## config.mk

```make
export PLATFORM = sky130hd
export DESIGN_NAME = alu_slice
export DESIGN_NICKNAME = d
export VERILOG_FILES = /design/src/rtl/alu_slice_pkg.sv /design/src/rtl/alu_slice_decode.sv /design/src/rtl/alu_slice_exec.sv /design/src/rtl/alu_slice_seq.sv /design/src/rtl/alu_slice.sv
export SDC_FILE = /design/constraint.sdc
export NUM_CORES = 1
export LEC_CHECK = 0
export BUFFER_PORTS_ARGS = -buffer_cell sky130_fd_sc_hd__buf_2
export CAP_MARGIN = 25
export CORE_UTILIZATION = 25
export CTS_CLUSTER_DIAMETER = 40
export DETAILED_ROUTE_END_ITERATION = 6
export HOLD_SLACK_MARGIN = 0.06
export REMOVE_ABC_BUFFERS = 1
export SYNTH_ARGS = -nofsm -noshare
export SYNTH_HDL_FRONTEND = slang
export SYNTH_SLANG_ARGS = --single-unit
```

## constraint.sdc

```tcl
create_clock -name clk -period 4.8 [get_ports clk]
set_input_delay 0.48 -clock clk [delete_from_list [all_inputs] [get_ports clk]]
set_output_delay 0.48 -clock clk [all_outputs]
set_load 0.01 [all_outputs]
```

## src/rtl/alu_slice_pkg.sv

```systemverilog
// Package: opcode values, operation kinds, decoded-op record and CCR bit
// positions shared by the ALU slice modules. Assumes an 8-bit CCR.
package alu_slice_pkg;
    localparam logic [7:0] OPC_LSLA = 8'h48;
    localparam logic [7:0] OPC_LSLX = 8'h58;
    localparam logic [7:0] OPC_LSRA = 8'h44;
    localparam logic [7:0] OPC_LSRX = 8'h54;
    localparam logic [7:0] OPC_NEGA = 8'h40;
    localparam logic [7:0] OPC_NEGX = 8'h50;
    localparam logic [7:0] OPC_NSA  = 8'h62;
    localparam logic [7:0] OPC_MUL  = 8'h42;
    localparam logic [7:0] OPC_ORAI = 8'hAA;
    localparam logic [7:0] OPC_NOP  = 8'h9D;

    localparam int CC_V = 7;
    localparam int CC_H = 4;
    localparam int CC_I = 3;
    localparam int CC_N = 2;
    localparam int CC_Z = 1;
    localparam int CC_C = 0;
    localparam logic [7:0] CCR_FIXED = 8'h60;

    typedef enum logic [2:0] {
        K_NOP, K_LSL, K_LSR, K_NEG, K_NSA, K_MUL, K_ORA, K_BAD
    } op_kind_e;

    typedef struct packed {
        op_kind_e kind;
        logic     on_x;
    } op_dec_t;
endpackage

```

## src/rtl/alu_slice_decode.sv

```systemverilog
// Decoder: maps an opcode to its operation kind, target register and fixed
// latency. Assumes opcodes outside the listed set are undefined.
module alu_slice_decode
    import alu_slice_pkg::*;
#(
    parameter int MUL_CYCLES = 5,
    parameter int ORA_CYCLES = 2,
    parameter int CNT_W      = 3
) (
    input  logic [7:0]       opcode,
    output op_dec_t          dec,
    output logic [CNT_W-1:0] cycles
);
    localparam logic [CNT_W-1:0] ONE_CYC = CNT_W'(1);

    // Opcode lookup.
    always_comb begin
        dec.on_x = 1'b0;
        cycles   = ONE_CYC;
        unique case (opcode)
            OPC_LSLA: dec.kind = K_LSL;
            OPC_LSLX: begin dec.kind = K_LSL; dec.on_x = 1'b1; end
            OPC_LSRA: dec.kind = K_LSR;
            OPC_LSRX: begin dec.kind = K_LSR; dec.on_x = 1'b1; end
            OPC_NEGA: dec.kind = K_NEG;
            OPC_NEGX: begin dec.kind = K_NEG; dec.on_x = 1'b1; end
            OPC_NSA:  dec.kind = K_NSA;
            OPC_MUL:  begin dec.kind = K_MUL; cycles = CNT_W'(MUL_CYCLES); end
            OPC_ORAI: begin dec.kind = K_ORA; cycles = CNT_W'(ORA_CYCLES); end
            OPC_NOP:  dec.kind = K_NOP;
            default:  dec.kind = K_BAD;
        endcase
    end
endmodule

```

## src/rtl/alu_slice_exec.sv

```systemverilog
// Execution datapath: computes next A, X and CCR from a decoded operation.
// Purely combinational; assumes operands are stable while it is consulted.
module alu_slice_exec
    import alu_slice_pkg::*;
#(
    parameter int W = 8
) (
    input  op_dec_t        dec,
    input  logic [W-1:0]   a,
    input  logic [W-1:0]   x,
    input  logic [7:0]     ccr,
    input  logic [W-1:0]   m,
    output logic [W-1:0]   res_a,
    output logic [W-1:0]   res_x,
    output logic [7:0]     res_ccr
);
    localparam int HALF = W / 2;
    localparam logic [W-1:0] MIN_NEG = {1'b1, {(W-1){1'b0}}};

    logic [2*W-1:0] prod;
    logic [W-1:0]   opnd;
    logic [W-1:0]   r;
    logic           cout;
    logic [7:0]     cc;
    logic           wr_r;

    // Unsigned full-width product of the two registers.
    assign prod = {{W{1'b0}}, x} * {{W{1'b0}}, a};

    // Per-kind result and flag update.
    always_comb begin
        opnd = dec.on_x ? x : a;
        r    = opnd;
        cout = 1'b0;
        cc   = ccr;
        wr_r = 1'b0;
        case (dec.kind)
            K_LSL: begin
                {cout, r} = {opnd, 1'b0};
                cc[CC_N]  = r[W-1];
                cc[CC_Z]  = (r == '0);
                cc[CC_C]  = cout;
                cc[CC_V]  = r[W-1] ^ cout;
                wr_r      = 1'b1;
            end
            K_LSR: begin
                {r, cout} = {1'b0, opnd};
                cc[CC_N]  = 1'b0;
                cc[CC_Z]  = (r == '0);
                cc[CC_C]  = cout;
                cc[CC_V]  = cout;
                wr_r      = 1'b1;
            end
            K_NEG: begin
                r        = '0 - opnd;
                cc[CC_V] = (opnd == MIN_NEG);
                cc[CC_N] = r[W-1];
                cc[CC_Z] = (r == '0);
                cc[CC_C] = (r != '0);
                wr_r     = 1'b1;
            end
            K_NSA: begin
                r    = {opnd[HALF-1:0], opnd[W-1:HALF]};
                wr_r = 1'b1;
            end
            K_MUL: begin
                cc[CC_H] = 1'b0;
                cc[CC_C] = 1'b0;
            end
            K_ORA: begin
                r        = opnd | m;
                cc[CC_V] = 1'b0;
                cc[CC_N] = r[W-1];
                cc[CC_Z] = (r == '0);
                wr_r     = 1'b1;
            end
            default: ;
        endcase
    end

    // Route results to the destination registers.
    always_comb begin
        res_a = a;
        res_x = x;
        if (dec.kind == K_MUL) begin
            res_x = prod[2*W-1:W];
            res_a = prod[W-1:0];
        end else if (wr_r) begin
            if (dec.on_x) res_x = r;
            else          res_a = r;
        end
        res_ccr = cc | CCR_FIXED;
    end
endmodule

```

## src/rtl/alu_slice_seq.sv

```systemverilog
// Sequencer: accepts a request when idle, counts the opcode latency and
// signals the completion edge. Assumes cycles is at least 1.
module alu_slice_seq #(
    parameter int CNT_W = 3
) (
    input  logic             clk,
    input  logic             rst_n,
    input  logic             op_valid,
    input  logic [CNT_W-1:0] cycles,
    output logic             accept,
    output logic             commit,
    output logic             busy
);
    localparam logic [CNT_W-1:0] ONE_CYC = CNT_W'(1);
    localparam logic [CNT_W-1:0] TWO_CYC = CNT_W'(2);

    logic [CNT_W-1:0] cnt;

    assign accept = op_valid && !busy;
    assign commit = (accept && cycles == ONE_CYC) || (busy && cnt == '0);

    // Latency counter and busy flag.
    always_ff @(posedge clk) begin
        if (!rst_n) begin
            busy <= 1'b0;
            cnt  <= '0;
        end else if (accept && cycles > ONE_CYC) begin
            busy <= 1'b1;
            cnt  <= cycles - TWO_CYC;
        end else if (busy) begin
            if (cnt == '0) busy <= 1'b0;
            else           cnt  <= cnt - ONE_CYC;
        end
    end

    // A busy window always ends in a completion or keeps counting down.
    assert_busy_progress_R11: assert property (@(posedge clk) disable iff (!rst_n)
        (busy && cnt != '0) |=> (busy && cnt == $past(cnt) - ONE_CYC));
endmodule

```

## src/rtl/alu_slice.sv

```systemverilog
// Top of the ALU slice: captures a request, runs it through the decoder and
// datapath, and registers the results at the end of the opcode latency.
// Assumes the caller keeps its own architectural registers from a_out etc.
module alu_slice
    import alu_slice_pkg::*;
#(
    parameter int W          = 8,
    parameter int MUL_CYCLES = 5,
    parameter int ORA_CYCLES = 2
) (
    input  logic         clk,
    input  logic         rst_n,
    input  logic         op_valid,
    input  logic [7:0]   opcode,
    input  logic [W-1:0] a_in,
    input  logic [W-1:0] x_in,
    input  logic [7:0]   ccr_in,
    input  logic [W-1:0] mem_in,
    output logic [W-1:0] a_out,
    output logic [W-1:0] x_out,
    output logic [7:0]   ccr_out,
    output logic         done,
    output logic         illegal,
    output logic         busy
);
    localparam int MAX_CYC = (MUL_CYCLES > ORA_CYCLES) ? MUL_CYCLES : ORA_CYCLES;
    localparam int CNT_W   = $clog2(MAX_CYC + 1);

    logic [7:0]       lat_op, src_op;
    logic [W-1:0]     lat_a, lat_x, lat_m, src_a, src_x, src_m;
    logic [7:0]       lat_ccr, src_ccr;
    op_dec_t          dec;
    logic [CNT_W-1:0] cycles;
    logic             accept, commit;
    logic [W-1:0]     res_a, res_x;
    logic [7:0]       res_ccr;

    // Live inputs on the accept cycle, captured copies while busy.
    always_comb begin
        src_op  = busy ? lat_op  : opcode;
        src_a   = busy ? lat_a   : a_in;
        src_x   = busy ? lat_x   : x_in;
        src_ccr = busy ? lat_ccr : ccr_in;
        src_m   = busy ? lat_m   : mem_in;
    end

    // Capture the request operands on acceptance.
    always_ff @(posedge clk) begin
        if (!rst_n) begin
            lat_op  <= OPC_NOP;
            lat_a   <= '0;
            lat_x   <= '0;
            lat_ccr <= CCR_FIXED;
            lat_m   <= '0;
        end else if (accept) begin
            lat_op  <= opcode;
            lat_a   <= a_in;
            lat_x   <= x_in;
            lat_ccr <= ccr_in;
            lat_m   <= mem_in;
        end
    end

    alu_slice_decode #(
        .MUL_CYCLES(MUL_CYCLES), .ORA_CYCLES(ORA_CYCLES), .CNT_W(CNT_W)
    ) u_decode (
        .opcode(src_op), .dec(dec), .cycles(cycles)
    );

    alu_slice_seq #(.CNT_W(CNT_W)) u_seq (
        .clk(clk), .rst_n(rst_n), .op_valid(op_valid), .cycles(cycles),
        .accept(accept), .commit(commit), .busy(busy)
    );

    alu_slice_exec #(.W(W)) u_exec (
        .dec(dec), .a(src_a), .x(src_x), .ccr(src_ccr), .m(src_m),
        .res_a(res_a), .res_x(res_x), .res_ccr(res_ccr)
    );

    // Result registers and completion strobes.
    always_ff @(posedge clk) begin
        if (!rst_n) begin
            a_out   <= '0;
            x_out   <= '0;
            ccr_out <= CCR_FIXED;
            done    <= 1'b0;
            illegal <= 1'b0;
        end else begin
            done    <= commit;
            illegal <= commit && (dec.kind == K_BAD);
            if (commit) begin
                a_out   <= res_a;
                x_out   <= res_x;
                ccr_out <= res_ccr;
            end
        end
    end

    assert_ccr_fixed_R10: assert property (@(posedge clk) disable iff (!rst_n)
        ccr_out[6:5] == 2'b11);

    assert_illegal_with_done_R9: assert property (@(posedge clk) disable iff (!rst_n)
        illegal |-> done);

    assert_done_when_idle_R11: assert property (@(posedge clk) disable iff (!rst_n)
        done |-> !busy);

    assert_hold_while_busy_R12: assert property (@(posedge clk) disable iff (!rst_n)
        (busy && !commit) |=> ($stable(a_out) && $stable(x_out) && $stable(ccr_out) && !done));
endmodule

```

==> results of run 1 <==
-- routing by layer --
metal | global-route usage [%] | wire length, µm | vias up | share of wire [%]
met2 | 26.5 | 9950 | 202 | 46
met1 | 21.8 | 9810 | 3066 | 46
li1 | - | - | 3166 | -
met4 | 6.21 | 532 | 2 | 2.5
met5 | 0 | 9 | - | 0.042
met3 | 2.59 | 1240 | 39 | 5.8
-- sequential cells by signal, indices dropped and copies added (netlist names) --
signal	flops
x_out	8
illegal	1
done	1
u_seq.cnt	3
ccr_out	6
lat_m	8
u_seq.busy	1
a_out	8
lat_op	8
lat_ccr	6
lat_a	8
lat_x	8
-- cells by family (layout without fill, tap and decap cells) --
logic type               after synthesis  after routing  synth area share [%]
AND/OR/NAND/NOR                      320            320                  22.9
adder cells (fa/ha/maj)               80             80                  19.1
other                                  1              2                0.0565
flip-flops                            66             66                  19.9
multiplexers                          48             48                  7.84
buffers and inverters                103            233                  6.80
AO/OA/AOI/OAI                        193            193                  20.5
XOR/XNOR                              21             21                  2.77
-- metrics by stage --
step,setup WS [ps],utilization (%),hold WS (ps),power [W],cell area (µm²)
floorplan,-2290,-,440,0.00126,6400
global placement,-188,29.8,435,0.00160,7770
detailed placement,-229,29.8,450,0.00161,7770
CTS,-35.9,31.7,372,0.00233,8270
global route,-197,32.7,391,0.00261,8520
finish,12.2,32.7,383,0.00242,8520
-- area by class of cell --
cell class                      count  area (µm²)
Fill cell                        2711       17500
Multi-Input combinational cell    664        5150
Sequential cell                    66        1330
Timing Repair Buffer              163        1140
Tap cell                          335         419
Clock buffer                       10         239
Inverter                           55         206
Clock inverter                      5        31.3
-- timing repair --
| action | 4_1_cts | 5_1_grt |
|---|---|---|
| buffers inserted | 7 | 9 |
| pin swaps | 14 | 26 |
| resized for setup | 37 | 43 |
| endpoints found under the setup margin | 8 | 8 |
-- power by group --
part / switching (W) / leakage (nW) / total, W / internal (W)
logic: 0.000623 / 2.96 / 0.00119 / 0.000569
clock network: 0.000267 / 0.134 / 0.000626 / 0.000358
registers: 0.0000247 / 0.546 / 0.000605 / 0.000580
total: 0.000916 / 3.64 / 0.00242 / 0.00151
-- synthesized netlist by cell type (8+ instances only) --
cell type	count
nand2_1	109
o22ai_1	8
or2_2	13
nor2_1	86
nand3_1	26
nor3_1	26
clkbuf_1	25
a21oi_1	41
a21boi_0	34
o21ai_0	25
fa_1	36
o211ai_1	15
buf_2	13
mux2i_1	28
mux2_2	14
xnor2_1	12
xor2_1	9
inv_1	51
dfxtp_1	66
ha_1	44
-- final timing paths --
| kind | end | cells after the start |
|---|---|---|
| hold / removal | lat_m[5]$_SDFFE_PN0P_ | 3 |
| setup / recovery | x_out[7]$_SDFFE_PN0P_ | 19 |
| setup reg to reg | x_out[7]$_SDFFE_PN0P_ | 19 |
| hold reg to reg | a_out[0]$_SDFFE_PN0P_ | 2 |
-- worst register-to-register path, delay by kind of cell, from the launching register on --
family,cells,cell delay (ps)
buffers and inverters,4,300
AND/OR/NAND/NOR,2,430
AO/OA/AOI/OAI,6,880
XOR/XNOR,1,150
flip-flops,1,390
adder cells (fa/ha/maj),5,2300
multiplexers,1,200
==> out/qor.yml, run 1 <==
die:
  io_pins: 70
  core_um2: 26100
  die_w_um: 165
  num_rows: 59
  start_util_pct: 25.5
  die_area_um2: 27200
  die_h_um: 165
placed_design:
  dpl.hpwl_mm: 16.4
  dp.cells: 1268
  portBuffers: 65
  place.gp.congestion: 0.950
routing:
  route.detailed.drc: 0
  num_vias: 6475
  firstDrtPassIters: 5
  first_iter_violations: 450
  ant_nets: 0
  avgViaCountPerCell: 4.99
  wirelength_mm: 21.5
  post_drt_wl_per_cell_um: 16.6
finish:
  layout_common_cells: "nand2_1 (109), nor2_1 (84), buf_4 (81)"
  final_cells: 1298
  syn_to_final_growth_pct: 28.3
  final_common_cell: "nand2_1"
  drive_above_1_share_pct: 27.7
  nets: 1082
  diodes: 0
worst_setup_path:
  crit_chain: "buf_8 -> mux2i_4 -> or2_2 -> fa_1 -> fa_1 -> inv_2 -> fa_1 -> inv_1 -> fa_1 -> inv_2 -> ha_4 -> o21a_1 -> o31ai_4 -> a21oi_2 -> nand4_1 -> a31oi_1 -> xnor2_1 -> a2bb2oi_1 -> o21ai_1"
  crit_type: "reg -> reg"
  cp-start-kind: "flop"
  slowest_stage: "fa_1"
  endpoint_kind: "flop"
  slowest_delay_ps: 530
  startpoint: "u_seq.busy$_SDFF_PN0_"
  worstPathMaxFanout: 6
  r2r_start: "u_seq.busy$_SDFF_PN0_"
  worstPathRequired_ps: 5040
  cpMostUsedCell: "fa_1"
  cp.arrival_ps: 5030
  cp_top_family: "adder cells"
  r2r_slack_ps: 10
  critical_path_buf_inv_count: 4
global_route:
  grtUsageTotal_pct: 16.4
  grt_antenna_before_repair: 1
  grt_pass1_vias: 6246
  grt_pass1_wl_mm: 34.1
  grt_max_degree: 40
  overflow: 0
yosys:
  async_reset_ff_share_pct: 0
  synth_area_leader_cell: "dfxtp_1"
  synth-edff-count: 0
  yosys.cell_types.count: 79
  synth-seq-cells: 66
  syn_avg_cell_area_um2: 7.98
  ys.flop_type: "dfxtp_1"
  synthCells: 832
  synth_top_area_share_pct: 19.9
  synth_area_um2: 6640
  synth_area_leaders: "dfxtp_1 (20%), fa_1 (11%), ha_1 (8.3%), nand2_1 (6.2%), nor2_1 (4.9%)"
  yosysWarnings: 0
  seq_area_frac_synth_pct: 19.9
timing:
  max_freq_mhz: 209
  rsz0062_at_grt: "true"
  drv_slew: 0
  hold_viol_final: 0
  final.setup.tns_ps: 0
  slew_headroom_pct: 54.6
  setup_violations: 0
  worst_pin_slew_ps: 679
  min_period_ps: 4790
  period_share_pct: 99.7
  clock_skew_ps: 5.78
worst_hold_path:
  hp-start: "mem_in[5]"
  hold_path.class: "in -> reg"
clock_tree:
  clock_latency_ps: 350
  cts_tree: "yes"
  holdBufCountCts: 0
  cts_buffers: 9
  htree_levels: 3
  cts.sinks: 66
  clockBufferDepth: 2
  root_buffer: "clkbuf_16"
  clkTransAtPathRegs_ps: 60
flow_run:
  maxCapViolations: 0
power_and_ir_drop:
  p_per_area_nw_per_um2: 285
  p_leak_nw: 3.64
  vdd_drop_max_mv: 0.174
status:
  status: "finished clean"
Power figures use the tool's default switching activity.
==> run 2, diff against run 1 <==
ABC_AREA = 1   (was not set)
SYNTH_HIERARCHICAL = 1   (was not set)
==> run 2 against run 1 <==
Final area grew 2.5%. Critical path type unchanged. Largest power group unchanged. Sequential share of layout area is 0.077 points higher. Largest cell class unchanged. Critical path depth is 7 higher. Register-to-register slack improved by 220 ps.
==> out/qor.yml, run 2 <==
routing:
  ant_nets: 0
  first_iter_violations: 324
  post_drt_wl_per_cell_um: 11.9
  num_vias: 7154
  route.detailed.drc: 0
  wirelength_mm: 19.7
  avgViaCountPerCell: 4.32
  firstDrtPassIters: 6
timing:
  drv_slew: 0
  hold_viol_final: 0
  min_period_ps: 4570
  holdWs_ps: 361
  period_share_pct: 95.2
  slew_headroom_pct: 50.2
  max_freq_mhz: 219
  clock_skew_ps: 12.0
  setup_violations: 0
  worst_pin_slew_ps: 748
global_route:
  grt_pass1_vias: 6806
  grt_antenna_before_repair: 0
  grt_max_degree: 75
  grt_pass1_wl_mm: 32.3
  grtUsageTotal_pct: 13.9
  overflow: 0
yosys:
  synthCells: 1169
  syn_avg_cell_area_um2: 6.10
  yosysWarnings: 6
  synth_area_um2: 7130
worst_setup_path:
  slowest_delay_ps: 560
  worstPathMaxFanout: 8
  r2r_start: "u_seq/busy$_SDFF_PN0_"
  r2r-end: "x_out[6]$_SDFFE_PN0P_"
  slowest_stage: "fa_1"
  crit_type: "reg -> reg"
  worstPathRequired_ps: 5040
  endpoint_kind: "flop"
  cp.arrival_ps: 4810
  r2r_slack_ps: 230
  cpMostUsedCell: "nand2_1"
  cp-start-kind: "flop"
  ff2ff_path_depth: 26
finish:
  nets: 1393
  syn_to_final_growth_pct: 22.4
  fillers: 3159
  layout_common_cells: "nand2_1 (345), inv_1 (207), nor2_1 (154)"
  diodes: 0
  drive_above_1_share_pct: 20.1
  fin_area_um2: 8730
  final_common_cell: "nand2_1"
die:
  start_util_pct: 25.5
  io_pins: 70
  die_w_um: 171
  die_area_um2: 29200
  core_um2: 27900
  die_h_um: 171
  num_rows: 61
clock_tree:
  cts.sinks: 68
  htree_levels: 3
  cts_tree: "yes"
  clockBufferDepth: 2
  clock_latency_ps: 350
  root_buffer: "clkbuf_16"
  cts_buffers: 9
  holdBufCountCts: 0
  clkTransAtPathRegs_ps: 60
placed_design:
  place.gp.congestion: 0.887
  portBuffers: 67
  dpl.hpwl_mm: 15.5
  placed_cell_area_um2: 8130
power_and_ir_drop:
  power_w: 0.00257
  p_leak_nw: 4.77
  vdd_drop_max_mv: 0.163
  p_per_area_nw_per_um2: 295
worst_hold_path:
  min_to: "lat_op[3]$_SDFFE_PN1P_"
  hold_path.class: "in -> reg"
  hp-start: "opcode[3]"
  min_path_cells: 3
flow_run:
  maxCapViolations: 0
status:
  status: "finished clean"
-- run 2: power breakdown --
part,total [W],switching (W),internal (W)
sequential,0.000623,0.0000187,0.000605
clock,0.000694,0.000284,0.000409
combinational,0.00125,0.000701,0.000554
-- run 2: worst max path at each step --
stage | start | endpoint | slack (ps) | cells past startpoint
2_1_floorplan | u_seq/busy$_SDFF_PN0_ | x_out[6]$_SDFFE_PN0P_ | -1310 | 23
5_1_grt | u_seq/busy$_SDFF_PN0_ | x_out[6]$_SDFFE_PN0P_ | -1 | 26
3_3_place_gp | x_in[5] | x_out[6]$_SDFFE_PN0P_ | -130 | 25
6_report | u_seq/busy$_SDFF_PN0_ | x_out[6]$_SDFFE_PN0P_ | 230 | 26
3_5_place_dp | a_in[4] | x_out[6]$_SDFFE_PN0P_ | -180 | 26
4_1_cts | u_seq/busy$_SDFF_PN0_ | x_out[3]$_SDFFE_PN0P_ | 4 | 20
-- run 2: routing by layer --
| layer | GRT usage, % | wire (µm) |
|---|---|---|
| met3 | 1.94 | 611 |
| met1 | 16.9 | 9100 |
| met5 | 0 | 0 |
| met4 | 4.43 | 359 |
| met2 | 25.0 | 9590 |
-- run 2: critical path: cells and delay by family, from the launching register on --
kind,cells,cell delay [ps]
AND/OR/NAND/NOR,12,890
AO/OA/AOI/OAI,2,240
buffers and inverters,7,560
flip-flops,1,440
adder cells (fa/ha/maj),5,2340
-- run 2: what timing repair did --
| action | CTS | global route |
|---|---|---|
| pin swaps | 0 | 25 |
| resized for setup | 3 | 57 |
| buffers inserted | 0 | 11 |
| gates cloned | 0 | 1 |
| endpoints found under the setup margin | 7 | 8 |
-- run 2: metrics by stage --
stage          setup TNS, ps  util, %  setup WS [ps]  cells
5_1_grt                -1.24     31.3          -1.24   1656
3_5_place_dp            -952     29.1           -175   1629
4_1_cts                    0     30.2           3.92   1645
2_1_floorplan         -14570        -          -1310   1116
6_report                   0     31.3            228   1656
3_3_place_gp            -697     29.1           -133   1629
-- run 2: area by class of cell --
type	count	area [µm²]	area share [%]
tap	378	473	5.42
multi-input combinational	822	4770	54.6
clock buffer	9	225	2.58
clock inverter	7	80.1	0.917
timing repair buffer	146	970	11.1
sequential	68	1370	15.6
inverter	226	851	9.75
